### config.mk
export PLATFORM = sky130hd
export DESIGN_NAME = ser16_pulse_load
export DESIGN_NICKNAME = d
export VERILOG_FILES = /design/src/rtl/ser16_pulse_load.sv
export SDC_FILE = /design/constraint.sdc
export NUM_CORES = 1
export LEC_CHECK = 0
export BUFFER_PORTS_ARGS = -buffer_cell sky130_fd_sc_hd__buf_2
export CAP_MARGIN = 15
export CELL_PAD_IN_SITES_DETAIL_PLACEMENT = 1
export CELL_PAD_IN_SITES_GLOBAL_PLACEMENT = 2
export CORE_AREA = 2 2 55 62
export CTS_CLUSTER_DIAMETER = 40
export CTS_CLUSTER_SIZE = 12
export DETAILED_ROUTE_END_ITERATION = 10
export DIE_AREA = 0 0 57 64
export PLACE_DENSITY_LB_ADDON = 0.12
export SLEW_MARGIN = 20
export SYNTH_ARGS = -nofsm -noshare
export SYNTH_HDL_FRONTEND = slang
export SYNTH_SLANG_ARGS = --single-unit
export TNS_END_PERCENT = 5
### constraint.sdc
create_clock -name clk_fast -period 2.7 [get_ports clk_fast]
set_clock_uncertainty 0.2 [all_clocks]
set_input_delay 0.27 -clock clk_fast [delete_from_list [all_inputs] [get_ports clk_fast]]
set_output_delay 0.27 -clock clk_fast [all_outputs]
set_load 0.02 [all_outputs]
### src/rtl/ser16_pulse_load.sv
module ser16_pulse_load #(
  parameter int W = 16
) (
  input  logic         clk_fast,
  input  logic         rst_n,
  input  logic         word_clk,
  input  logic         test_mode,
  input  logic         loop_sel,
  input  logic [W-1:0] prbs_word,
  input  logic [W-1:0] ext_word,
  output logic         loop_out,
  output logic         ext_out
);

  logic         wc_q1, wc_q2;
  logic         load_pulse;
  logic [W-1:0] src_word;
  logic [W-1:0] shreg;
  logic         ser_q;

  always_ff @(posedge clk_fast or negedge rst_n) begin
    if (!rst_n) begin
      wc_q1 <= 1'b0;
      wc_q2 <= 1'b0;
    end else begin
      wc_q1 <= word_clk;
      wc_q2 <= wc_q1;
    end
  end

  assign load_pulse = wc_q1 & ~wc_q2;
  assign src_word   = test_mode ? prbs_word : ext_word;

  always_ff @(posedge clk_fast or negedge rst_n) begin
    if (!rst_n) begin
      shreg <= '0;
      ser_q <= 1'b0;
    end else begin
      shreg <= load_pulse ? src_word : {1'b0, shreg[W-1:1]};
      ser_q <= shreg[0];
    end
  end

  assign loop_out = loop_sel & ser_q;
  assign ext_out  = ~loop_sel & ser_q;

endmodule


Word-level counts from Yosys, hierarchy flattened

Cells that the tools add are included.

Add/subtract/negate cells: 0
Multipliers: 0
Divide/modulo/power cells: 0
Order comparisons: 0
Equality and inequality tests: 0
Shifts and indexed selects: 0
Mux-type cells: 2
Bitwise logic cells: 5
Reductions and logical operators: 0

Operators by type and width:

| kind          | number |
|---|---|
| $mux W16      | 2 |
| $and A1 B1 Y1 | 3 |
| $not A1 Y1    | 2 |

Flip-flop bits (word level): 19
Latch bits: 0
RAM bits: 0
ROM bits: 0
Input port bits: 37
Word-level logic and storage cells: 11
Memories kept: 0

Depth between registers and ports, before layout

Gate-level depths: netlist (run 1).

Depth after elaboration: 3
Gate-level depth with buffers: 4

Worst setup path before layout (run 1)

No wires, ideal clock.

Path type: reg-to-reg
From: reg wc_q2
To: reg shreg[10]
Setup time: 0.125 ns
Arrival: 1.105 ns
Required time: 2.375 ns
Path slack: 1.270 ns
Cell stages (with the launch flop): 5
Period minus slack after synthesis: 1.430 ns
Cell sequence: dfrtp_1 > nor2b_1 > buf_2 > buf_4 > mux2_4

Cells in the longest elaborated chain, start to end: 3

RTL lines:

| element                | RTL line | RTL |
|---|---|---|
| start, declared        | 15       | `logic wc_q1, wc_q2;` |
| start signal, assigned | 27       | `wc_q2 <= wc_q1;` |
| $not A1 Y1             | 31       | `assign load_pulse = wc_q1 & ~wc_q2;` |
| $and A1 B1 Y1          | 31       |  |
| $mux W16               | 39       | `shreg <= load_pulse ? src_word : {1'b0, shreg[W-1:1]};` |
| end signal, assigned   | 39       |  |
| end, declared          | 18       | `logic [W-1:0] shreg;` |

Every way passes these cells.

Worst setup path after layout (run 1)

From: reg wc_q2
To: reg shreg[1]

The elaborated chain is that of the path after synthesis.

==> results by group, run 1 <==
Die
  – Row count: 21
  – Vert. Die Dim: 64 microns
  – Core box area: 3000 sq um
  – Die span in x: 57 microns
  – Initial core utilization: 0.320
  – Die ar.: 3650 sq um
  – Num ports: 39

Route
  – Routed vias: 571
  – DRT Pass-1 Iters: 4
  – Routed WL: 1630 microns
  – DR vias/cell: 4.29
  – DRC violations left: 0
  – First-iteration detailed-routing DRC count: 10
  – Drt wl/cell: 12.3 microns
  – Final ANT Viol Nets: 0

Synth
  – Share of the synthesized area in the top cell type: 0.495
  – Top-count cell post-synth: dfrtp_1
  – Area contributors post-synth: dfrtp_1, mux2_4, mux2_2
  – Sequential area share after synthesis: 0.495
  – Ys flop type: dfrtp_1
  – Netlist Area Pre-Place: 960 sq um
  – Area leader, netlist: dfrtp_1
  – Syn Nets: 95
  – Synthesized flop and latch total: 19
  – Number of synthesized flops with an enable pin: 0
  – Synth Area per Inst: 16.5 sq um
  – Most frequent cells after synthesis: dfrtp_1, mux2_4, mux2_2
  – Warnings from Yosys: 0
  – Synth Instances: 58
  – Cell variety after synth: 10
  – Post-synthesis async set-or-reset flop share: 1.00

Finish
  – Fin nets: 137
  – N_diodes: 0
  – Fin cells: 133
  – Area grow syn2layout: 25.6%
  – Layout Utilization: 0.402
  – Ratio of cells with drive above 1 in the final layout: 0.737
  – Fillcell total: 340

Clock tree
  – H-Tree Depth: 1
  – CTS max path bufs: 2
  – Post-CTS setup buffer count: 0
  – CTS Sinks: 19
  – Cts repair resizes: 0
  – CTS buffer count: 3
  – Clk_lat worst skew: 290 ps
  – Clk pin slew, worst setup/hold paths: 100 ps
  – Clk root buf: clkbuf_4
  – CTS tree: done

Critical path
  – CP arrival: 1410 ps
  – Worst endpoint required time: 2680 ps
  – Crit-path max FO: 16
  – Reg2reg start: wc_q2
  – CP Class: reg2reg
  – CP Launch Type: flop
  – Critical Path Source: wc_q2
  – Setup crit end kind: flop

Power
  – Total Power: 603 uW
  – P_leak: 0.612 nW
  – PwrDens: 500 nW/um^2
  – Worst vdd ir: 222 uV

Global route
  – Antenna violations before repair: 0
  – Vias in the first global route: 636
  – First-pass GRT wire length: 2790 microns
  – Grt ovf: 0
  – Total GRT Usage: 0.0968
  – Maximum number of pins on one net before global-route repair: 20

STA
  – Peak Freq: 699 MHz
  – Final Max Tran Viols: 0
  – RSZ-0062 raised after global routing: false
  – Final worst-path cycle share: 0.530
  – Worst slew margin: 0.700
  – Worst Tran Pin Value: 450 ps
  – Setup TNS: 0 ps
  – Hold Vio Cnt, Final: 0
  – Fin crit period: 1430 ps
  – Final setup viols: 0

Hold path
  – Worst Hold Launch: ext_word[15]
  – Hold crit path type: in2reg

Place
  – Port bufs: 38
  – Placer congestion estimate: 0.665
  – Hpwl dp: 1200 microns
  – DP Cell Count: 127

Flow run
  – Max cap viols: 0

Status
  – Outcome: complete, no violations
layer usage:
metal	global-route usage	vias up	share of wire
li1	-	283	-
met3	0.0202	0	0.076
met4	0.0262	0	0
met2	0.157	26	0.46
met5	0	-	0
met1	0.131	262	0.46
report_power, final:
group | internal (mW) | leakage, nW | total [mW] | switching [mW]
combinational | 0.0868 | 0.368 | 0.129 | 0.0422
clock | 0.0573 | 0.0150 | 0.141 | 0.0838
sequential | 0.322 | 0.229 | 0.333 | 0.0107
sequential cells by signal, summed over array words and instances (netlist names):
name / count
ser_q: 1
shreg: 16
wc_q1: 1
wc_q2: 1
cell type report:
class                   instances  area (sq um)  area share
clock buffers                   4          26.3      0.0218
multi-input cells              35           443       0.368
flip-flops and latches         19           475       0.395
well taps                      34          42.5      0.0353
repair buffers                 41           218       0.181
cell families (layout without fill, tap and decap cells):
logic type	count (synthesis)	after routing	share of synthesized area
multiplexers	31	31	0.433
AND/OR/NAND/NOR	4	4	0.0261
buffers and inverters	4	45	0.0456
flip-flops	19	19	0.495
layout by cell type, fill, tap and decap left out:
master / n
dlygate4sd3_1: 2
clkbuf_1: 1
buf_4: 1
clkbuf_4: 3
nor2b_1: 2
dfrtp_1: 19
nor2b_2: 1
mux2i_1: 1
and2_1: 1
buf_2: 38
mux2_2: 12
mux2_4: 18
per-stage QoR:
stage | instance area (sq um) | setup WS, ps | hold slack (ps)
after floorplan | 960 | 1270 | -226
after global placement | 1160 | 1050 | 30.4
after detailed placement | 1160 | 1050 | 35.0
after CTS | 1200 | 1240 | 50.7
after global routing | 1200 | 1200 | 76.2
final | 1200 | 1270 | 53.0
path summary, 6_finish.rpt:
check	endpoint	slack [ps]	cells after the start
setup / recovery	shreg[1]	1270	3
hold / removal	shreg[15]	50	3
setup reg to reg	shreg[1]	1270	3
hold reg to reg	ser_q	160	0
max in group asynchronous	wc_q2	1770	2
min in group asynchronous	shreg[3]	240	2
critical path: stages, from the launching register on:
cell and delay (ps):
dfrtp_1 390, nor2b_2 100, buf_4 270, mux2_2 370
timing repair:
action | 4_1_cts | 5_1_grt
endpoints found under the setup margin | 0 | 0
endpoints found under the hold margin | 20 | 0
hold buffers | 2 | 0
Power figures use the tool's default switching activity.
==> inputs of run 2 (changes only) <==
--- a/config.mk
+++ b/config.mk
@@ -9,11 +9,11 @@
 export CAP_MARGIN = 15
 export CELL_PAD_IN_SITES_DETAIL_PLACEMENT = 1
 export CELL_PAD_IN_SITES_GLOBAL_PLACEMENT = 2
-export CORE_AREA = 2 2 55 62
+export CORE_AREA = 2 2 57 64
 export CTS_CLUSTER_DIAMETER = 40
 export CTS_CLUSTER_SIZE = 12
 export DETAILED_ROUTE_END_ITERATION = 10
-export DIE_AREA = 0 0 57 64
+export DIE_AREA = 0 0 59 66
 export PLACE_DENSITY_LB_ADDON = 0.12
 export SLEW_MARGIN = 20
 export SYNTH_ARGS = -nofsm -noshare
==> constraint.sdc (replaced) <==
create_clock -name clk_fast -period 1.45 [get_ports clk_fast]
set_clock_uncertainty 0.2 [all_clocks]
set_input_delay 0.145 -clock clk_fast [delete_from_list [all_inputs] [get_ports clk_fast]]
set_output_delay 0.145 -clock clk_fast [all_outputs]
set_load 0.02 [all_outputs]
==> run 2 against run 1 <==
Compared with the run above: final cell count up 26%; clock power up 95%; via count up 27%; critical path depth unchanged; total power up 100%; register-to-register slack worse by 1200 ps; critical path type unchanged; critical endpoint is now shreg[11]; highest routed layer is now met4.
==> results by group, run 2 (synthesis results as in run 1) <==
Route
  – First-iteration detailed-routing DRC count: 8 (-2)
  – Final ANT Viol Nets: 0 (unchanged)
  – Drt wl/cell: 12.9 microns (+5.1%)
  – DRC violations left: 0 (unchanged)
  – DRT Pass-1 Iters: 2 (-2)
  – Routed WL: 2160 microns (+32%)
  – DR vias/cell: 4.34 (+0.98%)
  – Routed vias: 724 (+27%)

Finish
  – Fin nets: 169 (+23%)
  – N_diodes: 0 (unchanged)
  – Most frequent cells in the layout: buf_2, dlygate4sd3_1, dfrtp_1, mux2_4, mux2_2
  – Area grow syn2layout: 60.1%
  – Top reg by flops: shreg
  – Most common cell after layout, fill and taps aside: buf_2
  – Max FFs per register: 16 (unchanged)
  – Fillcell total: 345 (+1.5%)
  – Layout Utilization: 0.473 (+0.0708)
  – Ratio of cells with drive above 1 in the final layout: 0.580 (-0.157)

Critical path
  – Reg2reg start: wc_q2
  – Buf/Inv on CP: 1 (unchanged)
  – Critical Path Source: wc_q2
  – Crit-path max FO: 10 (-6)
  – Critical-path top delay cell: dfrtp_1
  – Worst path cell trace: nor2b_2, buf_4, mux2_4
  – CP Launch Type: flop
  – CP delay by family, top: flip-flops
  – Worst r2r dst: shreg[11]
  – R2r setup slk: 70 ps (-1200 ps)
  – Worst endpoint required time: 1440 ps (-1240 ps)
  – CP Class: reg2reg
  – CP endpoint: shreg[11]
  – Slowest Stage Delay on Critical Path: 390 ps (about the same)
  – Setup crit end kind: flop
  – WP depth: 3 (unchanged)
  – R2r worst-path depth: 3 (unchanged)
  – CP arrival: 1360 ps (-50 ps)

Clock tree
  – Clk pin slew, worst setup/hold paths: 110 ps (about the same)
  – CTS buffer count: 3 (unchanged)
  – Post-CTS setup buffer count: 0 (unchanged)
  – CTS max path bufs: 2 (unchanged)
  – Clk_lat worst skew: 300 ps (about the same)
  – H-Tree Depth: 1 (unchanged)
  – Cts repair resizes: 0 (unchanged)
  – CTS Sinks: 19 (unchanged)
  – CTS tree: done
  – Clk root buf: clkbuf_4
  – Hold buffer count at CTS: 31 (+29)

Global route
  – Total GRT Usage: 0.124 (+0.0275)
  – Grt ovf: 0 (unchanged)
  – Maximum number of pins on one net before global-route repair: 20 (unchanged)
  – Antenna violations before repair: 0 (unchanged)
  – Vias in the first global route: 826 (+30%)
  – First-pass GRT wire length: 3500 microns (+26%)

STA
  – Hold Vio Cnt, Final: 0 (unchanged)
  – Worst Setup Slack, final: 73.0 ps (-1200 ps)
  – Final Max Tran Viols: 0 (unchanged)
  – Worst Tran Pin Value: 436 ps (-13.9 ps)
  – Fin crit period: 1380 ps (-54.2 ps)
  – Setup TNS: 0 ps (unchanged)
  – Final setup viols: 0 (unchanged)
  – Worst slew margin: 0.709 (+0.00927)
  – RSZ-0062 raised after global routing: false
  – Peak Freq: 726 MHz (+3.9%)
  – Final worst-path cycle share: 0.950 (+0.420)
  – Fin Hold WS: 8.69 ps (-44.3 ps)

Die
  – Vert. Die Dim: 66 microns (+3.1%)
  – Core box area: 3250 sq um (+8.4%)
  – Die ar.: 3890 sq um (+6.7%)
  – Row count: 22 (+4.8%)
  – Initial core utilization: 0.295 (-0.0249)
  – Die span in x: 59 microns (+3.5%)
  – Num ports: 39 (unchanged)

Power
  – PwrDens: 788 nW/um^2 (+57%)
  – Total Power: 1.21 mW (+100%)
  – Worst vdd ir: 426 uV (+92%)
  – P_leak: 0.754 nW (+23%)

Hold path
  – Worst Hold Launch: ext_word[2]
  – Hold crit path type: in2reg

Flow run
  – Max cap viols: 0 (unchanged)

Place
  – Pre-CTS WS: 79.4 ps (-972 ps)
  – Placer congestion estimate: 0.577 (-13%)
  – Hpwl dp: 1250 microns (+4.2%)
  – Port bufs: 38 (unchanged)

Status
  – Outcome: complete, no violations
-- run 2: worst min path at each step --
stage / endpoint / slack (ps) / depth (start not counted)
after floorplan: ser_q / -350 / 0
after global placement: shreg[1] / -90 / 1
after detailed placement: shreg[1] / -90 / 1
after CTS: shreg[2] / 2 / 3
after global routing: shreg[10] / 2 / 3
final: shreg[2] / 9 / 3
-- run 2: where the power goes --
part / total [mW] / internal, mW / switching, mW / leakage [nW]
clock: 0.275 / 0.103 / 0.173 / 0.0177
sequential: 0.621 / 0.600 / 0.0212 / 0.229
combinational: 0.314 / 0.221 / 0.0928 / 0.507
-- run 2: area by class of cell --
type / count / area [sq um] / area share
Timing Repair Buffer: 73 / 546 / 0.355
Sequential cell: 19 / 475 / 0.309
Multi-Input combinational cell: 35 / 443 / 0.288
Tap cell: 36 / 45.0 / 0.0293
Clock buffer: 3 / 22.5 / 0.0147
Clock inverter: 1 / 5.00 / 0.00326
-- run 2: worst register-to-register path, stage by stage, from the launching register on --
cell and delay (ps):
dfrtp_1 390, nor2b_2 140, buf_4 240, mux2_4 320
-- run 2: through the flow --
stage,instance area [sq um],cells
3_5_place_dp,1190,131
2_1_floorplan,960,58
6_report,1540,167
5_1_grt,1540,167
4_1_cts,1530,166
3_3_place_gp,1190,131
-- run 2: per-layer routing --
metal	routed length, microns	part of all wire	global-route usage
met1	821	0.38	0.110
met3	91	0.042	0.0411
met5	0	0	0
met4	12	0.0056	0.0256
met2	1230	0.57	0.258
